[config.mk]
export PLATFORM = sky130hd
export DESIGN_NAME = fpm_dram_ctrl
export DESIGN_NICKNAME = d
export VERILOG_FILES = /design/src/rtl/fpm_pkg.sv /design/src/rtl/fpm_timer.sv /design/src/rtl/fpm_age_cnt.sv /design/src/rtl/fpm_addr_map.sv /design/src/rtl/fpm_seq.sv /design/src/rtl/fpm_dram_ctrl.sv
export SDC_FILE = /design/constraint.sdc
export NUM_CORES = 1
export LEC_CHECK = 0
export BUFFER_PORTS_ARGS = -buffer_cell sky130_fd_sc_hd__buf_4
export CAP_MARGIN = 20
export CORE_MARGIN = 3
export CORE_UTILIZATION = 40
export DETAILED_ROUTE_END_ITERATION = 12
export HOLD_SLACK_MARGIN = 0.15
export PLACE_DENSITY_LB_ADDON = 0.3
export SLEW_MARGIN = 10
export SYNTH_ARGS = -nofsm -noshare
export SYNTH_HDL_FRONTEND = slang
export SYNTH_SLANG_ARGS = --single-unit
[constraint.sdc]
create_clock -name clk_i -period 5.38 [get_ports clk_i]
set_input_delay 0.538 -clock clk_i [delete_from_list [all_inputs] [get_ports clk_i]]
set_output_delay 0.538 -clock clk_i [all_outputs]
set_load 0.05 [all_outputs]
[src/rtl/fpm_pkg.sv]
package fpm_pkg;
  typedef enum logic [3:0] {
    ST_IDLE,   // RAS high, precharged
    ST_ROW,    // row on pins, RAS still high
    ST_RCD,    // RAS low, row held
    ST_COL,    // column on pins, WE set for writes
    ST_CAS,    // CAS low
    ST_CP,     // CAS high after pulse
    ST_OPEN,   // row open, waiting
    ST_CLOSE,  // waiting out minimum RAS low
    ST_PRE     // precharge
  } fpm_state_e;

  function automatic int unsigned max_u(int unsigned a, int unsigned b);
    return (a > b) ? a : b;
  endfunction
endpackage

[src/rtl/fpm_timer.sv]
module fpm_timer #(
  parameter int W = 3
) (
  input  logic         clk_i,
  input  logic         rst_ni,
  input  logic         load_i,
  input  logic [W-1:0] val_i,
  output logic         zero_o
);
  logic [W-1:0] cnt_q;

  always_ff @(posedge clk_i or negedge rst_ni) begin
    if (!rst_ni)          cnt_q <= '0;
    else if (load_i)      cnt_q <= val_i;
    else if (cnt_q != '0) cnt_q <= cnt_q - 1'b1;
  end

  assign zero_o = (cnt_q == '0);
endmodule

[src/rtl/fpm_age_cnt.sv]
module fpm_age_cnt #(
  parameter int W = 8
) (
  input  logic         clk_i,
  input  logic         rst_ni,
  input  logic         clr_i,
  output logic [W-1:0] cnt_o
);
  always_ff @(posedge clk_i or negedge rst_ni) begin
    if (!rst_ni)            cnt_o <= '0;
    else if (clr_i)         cnt_o <= '0;
    else if (cnt_o != '1)   cnt_o <= cnt_o + 1'b1;
  end
endmodule

[src/rtl/fpm_addr_map.sv]
module fpm_addr_map #(
  parameter int ROW_W = 10,
  parameter int COL_W = 9,
  parameter int PIN_W = 10
) (
  input  logic                   clk_i,
  input  logic                   rst_ni,
  input  logic                   cap_i,
  input  logic [ROW_W+COL_W-1:0] addr_i,
  input  logic                   sel_row_i,
  output logic                   hit_o,
  output logic [PIN_W-1:0]       pin_o
);
  logic [ROW_W-1:0] row_q;
  logic [COL_W-1:0] col_q;

  always_ff @(posedge clk_i or negedge rst_ni) begin
    if (!rst_ni) begin
      row_q <= '0;
      col_q <= '0;
    end else if (cap_i) begin
      row_q <= addr_i[ROW_W+COL_W-1:COL_W];
      col_q <= addr_i[COL_W-1:0];
    end
  end

  // incoming row against the latched (open) row
  assign hit_o = (addr_i[ROW_W+COL_W-1:COL_W] == row_q);
  assign pin_o = sel_row_i ? PIN_W'(row_q) : PIN_W'(col_q);
endmodule

[src/rtl/fpm_seq.sv]
module fpm_seq
  import fpm_pkg::*;
#(
  parameter int T_RAS    = 6,
  parameter int T_RP     = 4,
  parameter int T_CP     = 2,
  parameter int T_RCD    = 2,
  parameter int CAS_CYC  = 3,
  parameter int IDLE_MAX = 16,
  parameter int RAS_LIM  = 50,
  parameter int AGE_W    = 7
) (
  input  logic clk_i,
  input  logic rst_ni,
  input  logic req_valid_i,
  input  logic req_we_i,
  input  logic hit_i,
  output logic req_ready_o,
  output logic cap_o,
  output logic sel_row_o,
  output logic rd_cap_o,
  output logic ras_no,
  output logic cas_no,
  output logic we_no,
  output logic oe_no,
  output logic dq_oe_o
);
  localparam int MAXD = max_u(max_u(T_RCD, CAS_CYC), max_u(T_CP, T_RP));
  localparam int TW   = (MAXD < 2) ? 1 : $clog2(MAXD);

  fpm_state_e state_q, state_d;
  logic       wr_q, wr_d, pend_q, pend_d;
  logic       tmr_load, tmr_zero;
  logic [TW-1:0] tmr_val;
  logic [AGE_W-1:0] ras_age, idle_age;
  logic       force_close, accept, idle_clr;

  fpm_timer #(.W(TW)) u_tmr (
    .clk_i (clk_i), .rst_ni (rst_ni),
    .load_i(tmr_load), .val_i(tmr_val), .zero_o(tmr_zero)
  );

  fpm_age_cnt #(.W(AGE_W)) u_ras_age (
    .clk_i(clk_i), .rst_ni(rst_ni), .clr_i(ras_no), .cnt_o(ras_age)
  );

  fpm_age_cnt #(.W(AGE_W)) u_idle_age (
    .clk_i(clk_i), .rst_ni(rst_ni), .clr_i(idle_clr), .cnt_o(idle_age)
  );

  assign force_close = (idle_age >= AGE_W'(IDLE_MAX - 1)) ||
                       (ras_age  >= AGE_W'(RAS_LIM));
  assign req_ready_o = (state_q == ST_IDLE) ||
                       ((state_q == ST_OPEN) && !force_close);
  assign accept      = req_valid_i && req_ready_o;
  assign idle_clr    = (state_q != ST_OPEN) || accept;

  always_comb begin
    state_d  = state_q;
    wr_d     = wr_q;
    pend_d   = pend_q;
    tmr_load = 1'b0;
    tmr_val  = '0;
    cap_o    = 1'b0;
    rd_cap_o = 1'b0;
    unique case (state_q)
      ST_IDLE: if (req_valid_i) begin
        cap_o   = 1'b1;
        wr_d    = req_we_i;
        state_d = ST_ROW;
      end
      ST_ROW: begin
        pend_d   = 1'b0;
        state_d  = ST_RCD;
        tmr_load = 1'b1;
        tmr_val  = TW'(T_RCD - 1);
      end
      ST_RCD: if (tmr_zero) state_d = ST_COL;
      ST_COL: begin
        state_d  = ST_CAS;
        tmr_load = 1'b1;
        tmr_val  = TW'(CAS_CYC - 1);
      end
      ST_CAS: if (tmr_zero) begin
        state_d  = ST_CP;
        tmr_load = 1'b1;
        tmr_val  = TW'(T_CP - 1);
        rd_cap_o = !wr_q;
      end
      ST_CP: if (tmr_zero) state_d = ST_OPEN;
      ST_OPEN: begin
        if (force_close) state_d = ST_CLOSE;
        else if (req_valid_i) begin
          cap_o = 1'b1;
          wr_d  = req_we_i;
          if (hit_i) state_d = ST_COL;
          else begin
            state_d = ST_CLOSE;
            pend_d  = 1'b1;
          end
        end
      end
      ST_CLOSE: if (ras_age >= AGE_W'(T_RAS - 1)) begin
        state_d  = ST_PRE;
        tmr_load = 1'b1;
        tmr_val  = TW'(T_RP - 1);
      end
      ST_PRE: if (tmr_zero) state_d = pend_q ? ST_ROW : ST_IDLE;
      default: state_d = ST_IDLE;
    endcase
  end

  always_ff @(posedge clk_i or negedge rst_ni) begin
    if (!rst_ni) begin
      state_q <= ST_IDLE;
      wr_q    <= 1'b0;
      pend_q  <= 1'b0;
    end else begin
      state_q <= state_d;
      wr_q    <= wr_d;
      pend_q  <= pend_d;
    end
  end

  // pin decode from the state register
  assign ras_no    = (state_q == ST_IDLE) || (state_q == ST_ROW) || (state_q == ST_PRE);
  assign cas_no    = (state_q != ST_CAS);
  assign we_no     = !(wr_q && ((state_q == ST_COL) || (state_q == ST_CAS)));
  assign oe_no     = !(!wr_q && (state_q == ST_CAS));
  assign dq_oe_o   = wr_q && ((state_q == ST_COL) || (state_q == ST_CAS) || (state_q == ST_CP));
  assign sel_row_o = (state_q == ST_IDLE) || (state_q == ST_ROW) ||
                     (state_q == ST_RCD)  || (state_q == ST_PRE);
endmodule

[src/rtl/fpm_dram_ctrl.sv]
module fpm_dram_ctrl
  import fpm_pkg::*;
#(
  parameter int ROW_W    = 10,
  parameter int COL_W    = 9,
  parameter int DATA_W   = 16,
  parameter int T_RAS    = 6,
  parameter int T_RP     = 4,
  parameter int T_CP     = 2,
  parameter int T_RCD    = 2,
  parameter int T_CAC    = 2,
  parameter int T_CAA    = 4,
  parameter int IDLE_MAX = 16,
  parameter int RAS_MAX  = 64,
  localparam int ADDR_W  = ROW_W + COL_W,
  localparam int PIN_W   = (ROW_W > COL_W) ? ROW_W : COL_W
) (
  input  logic              clk_i,
  input  logic              rst_ni,
  input  logic              req_valid_i,
  output logic              req_ready_o,
  input  logic              req_we_i,
  input  logic [ADDR_W-1:0] req_addr_i,
  input  logic [DATA_W-1:0] req_wdata_i,
  output logic              rsp_valid_o,
  output logic [DATA_W-1:0] rsp_rdata_o,
  output logic              dram_ras_no,
  output logic              dram_cas_no,
  output logic              dram_we_no,
  output logic              dram_oe_no,
  output logic [PIN_W-1:0]  dram_addr_o,
  output logic [DATA_W-1:0] dram_dq_o,
  output logic              dram_dq_oe_o,
  input  logic [DATA_W-1:0] dram_dq_i
);
  // CAS low long enough for both CAS access and column access (column leads CAS by one cycle)
  localparam int CAS_CYC = max_u(T_CAC, (T_CAA > 1) ? T_CAA - 1 : 1);
  localparam int ACC_CYC = 1 + CAS_CYC + T_CP;
  localparam int RAS_LIM = RAS_MAX - ACC_CYC - 3;
  localparam int AGE_W   = $clog2(max_u(IDLE_MAX, RAS_MAX) + 2);

  logic cap, sel_row, hit, rd_cap;
  logic [DATA_W-1:0] wdata_q, rdata_q;
  logic rsp_valid_q;

  fpm_addr_map #(.ROW_W(ROW_W), .COL_W(COL_W), .PIN_W(PIN_W)) u_map (
    .clk_i    (clk_i),
    .rst_ni   (rst_ni),
    .cap_i    (cap),
    .addr_i   (req_addr_i),
    .sel_row_i(sel_row),
    .hit_o    (hit),
    .pin_o    (dram_addr_o)
  );

  fpm_seq #(
    .T_RAS(T_RAS), .T_RP(T_RP), .T_CP(T_CP), .T_RCD(T_RCD),
    .CAS_CYC(CAS_CYC), .IDLE_MAX(IDLE_MAX), .RAS_LIM(RAS_LIM), .AGE_W(AGE_W)
  ) u_seq (
    .clk_i      (clk_i),
    .rst_ni     (rst_ni),
    .req_valid_i(req_valid_i),
    .req_we_i   (req_we_i),
    .hit_i      (hit),
    .req_ready_o(req_ready_o),
    .cap_o      (cap),
    .sel_row_o  (sel_row),
    .rd_cap_o   (rd_cap),
    .ras_no     (dram_ras_no),
    .cas_no     (dram_cas_no),
    .we_no      (dram_we_no),
    .oe_no      (dram_oe_no),
    .dq_oe_o    (dram_dq_oe_o)
  );

  always_ff @(posedge clk_i or negedge rst_ni) begin
    if (!rst_ni) begin
      wdata_q     <= '0;
      rdata_q     <= '0;
      rsp_valid_q <= 1'b0;
    end else begin
      if (cap && req_we_i) wdata_q <= req_wdata_i;
      if (rd_cap)          rdata_q <= dram_dq_i;
      rsp_valid_q <= rd_cap;
    end
  end

  assign dram_dq_o   = wdata_q;
  assign rsp_rdata_o = rdata_q;
  assign rsp_valid_o = rsp_valid_q;
endmodule

==> impl_metrics.env <==
export IMPL_syn_avg_cell_area_um2=12.7
export IMPL_final_period_utilization_pct=52.6
export IMPL_peakVddDrop_uv=424
export IMPL_synth_edf_count=0
export IMPL_syn_inst=275
export IMPL_fillCellCount=758
export IMPL_fin_skew_ps=10.3
export IMPL_via_per_inst=5.05
export IMPL_wl_per_cell_um=14.5
export IMPL_synth_net_count=334
export IMPL_dp_cells=474
export IMPL_worst_pin_slew_ps=919
export IMPL_clockBufferDepth=2
export IMPL_synth_area_um2=3490
export IMPL_cts_tree="built"
export IMPL_hpwlAfterDp_um=5000
export IMPL_gr_total_overflow=0
export IMPL_numPortBuffers=103
export IMPL_detail_route_iter0_violations=138
export IMPL_boundaryPins=104
export IMPL_slew_limit_headroom_pct=38.7
export IMPL_synth_sequential_area_ratio_pct=53.0
export IMPL_synth_cell_types=47
export IMPL_grt_pass1_vias=2478
export IMPL_post_cts_buffers=0
export IMPL_crit_arrival_ps=2290
export IMPL_grt_antenna_before_repair=0
export IMPL_rsz0062_at_grt="false"
export IMPL_min_period_ps=2830
export IMPL_hold_class="input port to async pin"
export IMPL_drc_errors=0
export IMPL_power_density_nw_per_um2=717
export IMPL_grt_max_degree=75
export IMPL_worstSetupStartpointType="flop"
export IMPL_leakagePower_uw=0.00212
export IMPL_finalHoldViolCount=0
export IMPL_clock_root_buffer="clkbuf_8"
export IMPL_clock_sinks=74
export IMPL_synth_seq_cells=74
export IMPL_fmax_ghz=0.353
export IMPL_dr_total_vias=2475
export IMPL_crit_type="flop to output pin"
export IMPL_cp_max_fo=14
export IMPL_drtPass1Iterations=4
export IMPL_tns_ps=0
export IMPL_diodes=0
export IMPL_fp_dieH_um=99.5
export IMPL_cp_end_kind="output pin"
export IMPL_ys_flop_type="dfrtp_1"
export IMPL_cts_resized=0
export IMPL_grt_usage_pct=14.9
export IMPL_multi_input_area_um2=1540
export IMPL_detail_route_antenna_nets=0
export IMPL_final_setup_viol_count=0
export IMPL_final_cell_mix="buf_4, dfrtp_1, mux2_2, nor2_1, xor2_1"
export IMPL_gp_congestion=0.754
export IMPL_fin_cells=490
export IMPL_status="complete, no violations"
export IMPL_htreeDepth=3
export IMPL_yosys_warnings=0
export IMPL_async_flop_share_pct=100
export IMPL_grt_pass1_wl_um=11800
export IMPL_crit_required_ps=4840
export IMPL_core_um2=8340
export IMPL_layout_nets=439
export IMPL_area_growth_pct=29.4
export IMPL_drt_wl_total_um=7080
export IMPL_clk_latency_ps=340
export IMPL_regArea_um2=1850
export IMPL_hold_buffers=0
export IMPL_layout_drive_gt1_share_pct=49.4
export IMPL_dieArea_um2=9890
export IMPL_slew_violations=0
export IMPL_rows=33
export IMPL_cts_made_buffers=9
export IMPL_fin_util_pct=54.2
export IMPL_final_common_cell="buf_4"
export IMPL_drv_cap=0
export IMPL_die_x_um=99.5
export IMPL_clkSlewWorstSetupHoldPaths_ps=80
export IMPL_start_util_pct=41.9
-- registers in the layout (all words and copies together) (netlist names) --
register                count
dram_dq_o                  16
u_map.col_q                 9
rsp_rdata_o                16
u_seq.pend_q                1
u_seq.wr_q                  1
u_seq.u_ras_age.cnt_o       7
u_map.row_q                10
u_seq.u_idle_age.cnt_o      7
u_seq.state_q               4
rsp_valid_o                 1
u_seq.u_tmr.cnt_q           2
-- stage by stage --
step	hold slack [ps]	instance area [um2]	power (uW)	setup WS (ps)
after floorplan	242	3490	2350	2690
after global placement	484	4330	2810	2880
after detailed placement	492	4330	2840	2850
after CTS	354	4520	3280	2520
after global routing	396	4520	3440	2370
final	323	4520	3240	2550
-- worst paths after layout --
path	startpoint	endpoint	slack, ps	depth (start not counted)
max	u_seq.state_q[1]$_DFFE_PN0P_	dram_addr_o[1]	2550	4
min	rst_ni	rsp_rdata_o[13]$_DFFE_PN0P_	320	1
max reg2reg	u_seq.u_ras_age.cnt_o[0]$_DFFE_PN0P_	u_map.col_q[0]$_DFFE_PN0P_	2880	6
min reg2reg	u_map.col_q[5]$_DFFE_PN0P_	u_map.col_q[5]$_DFFE_PN0P_	510	1
max in group asynchronous	rst_ni	u_seq.u_idle_age.cnt_o[0]$_DFFE_PN0P_	4460	1
min in group clk_i	dram_dq_i[11]	rsp_rdata_o[11]$_DFFE_PN0P_	410	2
-- report_power, final --
group / internal [uW] / switching (uW) / leakage [uW] / total (uW)
clock network: 215 / 210 / 0.0000966 / 425
registers: 799 / 187 / 0.000906 / 986
logic: 711 / 1120 / 0.00112 / 1830
-- worst max-delay path, cell delays in order (launching register included) --
cell and delay (ps):
dfrtp_1 520, maj3_1 420, nor2_2 410, mux2_2 400, buf_4 190
-- layout make-up --
| type | count | share of cell area (%) |
|---|---|---|
| clock inverter | 6 | 1.44 |
| inverter | 6 | 0.498 |
| clock buffer | 10 | 2.82 |
| multi-input combinational | 185 | 34.1 |
| timing repair buffer | 104 | 17.3 |
| sequential | 74 | 41.0 |
| tap | 105 | 2.91 |
-- kinds of logic after synthesis --
| family | after synthesis | synth area share [%] |
|---|---|---|
| and+or+nand+nor | 65 | 10.1 |
| adders and majority gates | 5 | 1.72 |
| DFF | 74 | 53.0 |
| AOI/OAI and AO/OA | 36 | 7.12 |
| buffers and inverters | 16 | 2.90 |
| xor gates and xnor gates | 17 | 4.26 |
| muxes | 62 | 20.9 |
-- cell usage after synthesis (2+ instances only) --
master     n  area (um2)
and3_1     2        12.5
buf_2      2        10.0
xnor2_1    5        43.8
dfrtp_1   74        1850
nor4_1     4        25.0
mux2_4     9         135
mux2_2    52         586
nand3b_1   3        22.5
clkbuf_1   4        15.0
a21oi_1    7        35.0
a211oi_1   4        30.0
o31ai_1    2        15.0
nand2b_1   3        18.8
buf_6      3        33.8
and2_1     2        12.5
a31o_2     3        26.3
ha_1       4        50.1
xor2_1    12         105
inv_1      6        22.5
nor2_1    19        71.3
nand4_1    7        43.8
nand2_1    9        33.8
nand3_1    6        30.0
o21ai_0    6        30.0
a31oi_1    4        25.0
o211ai_1   2        15.0
-- per-layer routing --
metal	vias up	GRT usage [%]	share of wire [%]
li1	1206	-	-
met1	1183	20.2	43
met2	78	21.6	46
met3	8	6.80	10
met4	0	4.41	1.0
met5	-	0	0
Note: power is estimated with default switching activity, not from simulation.
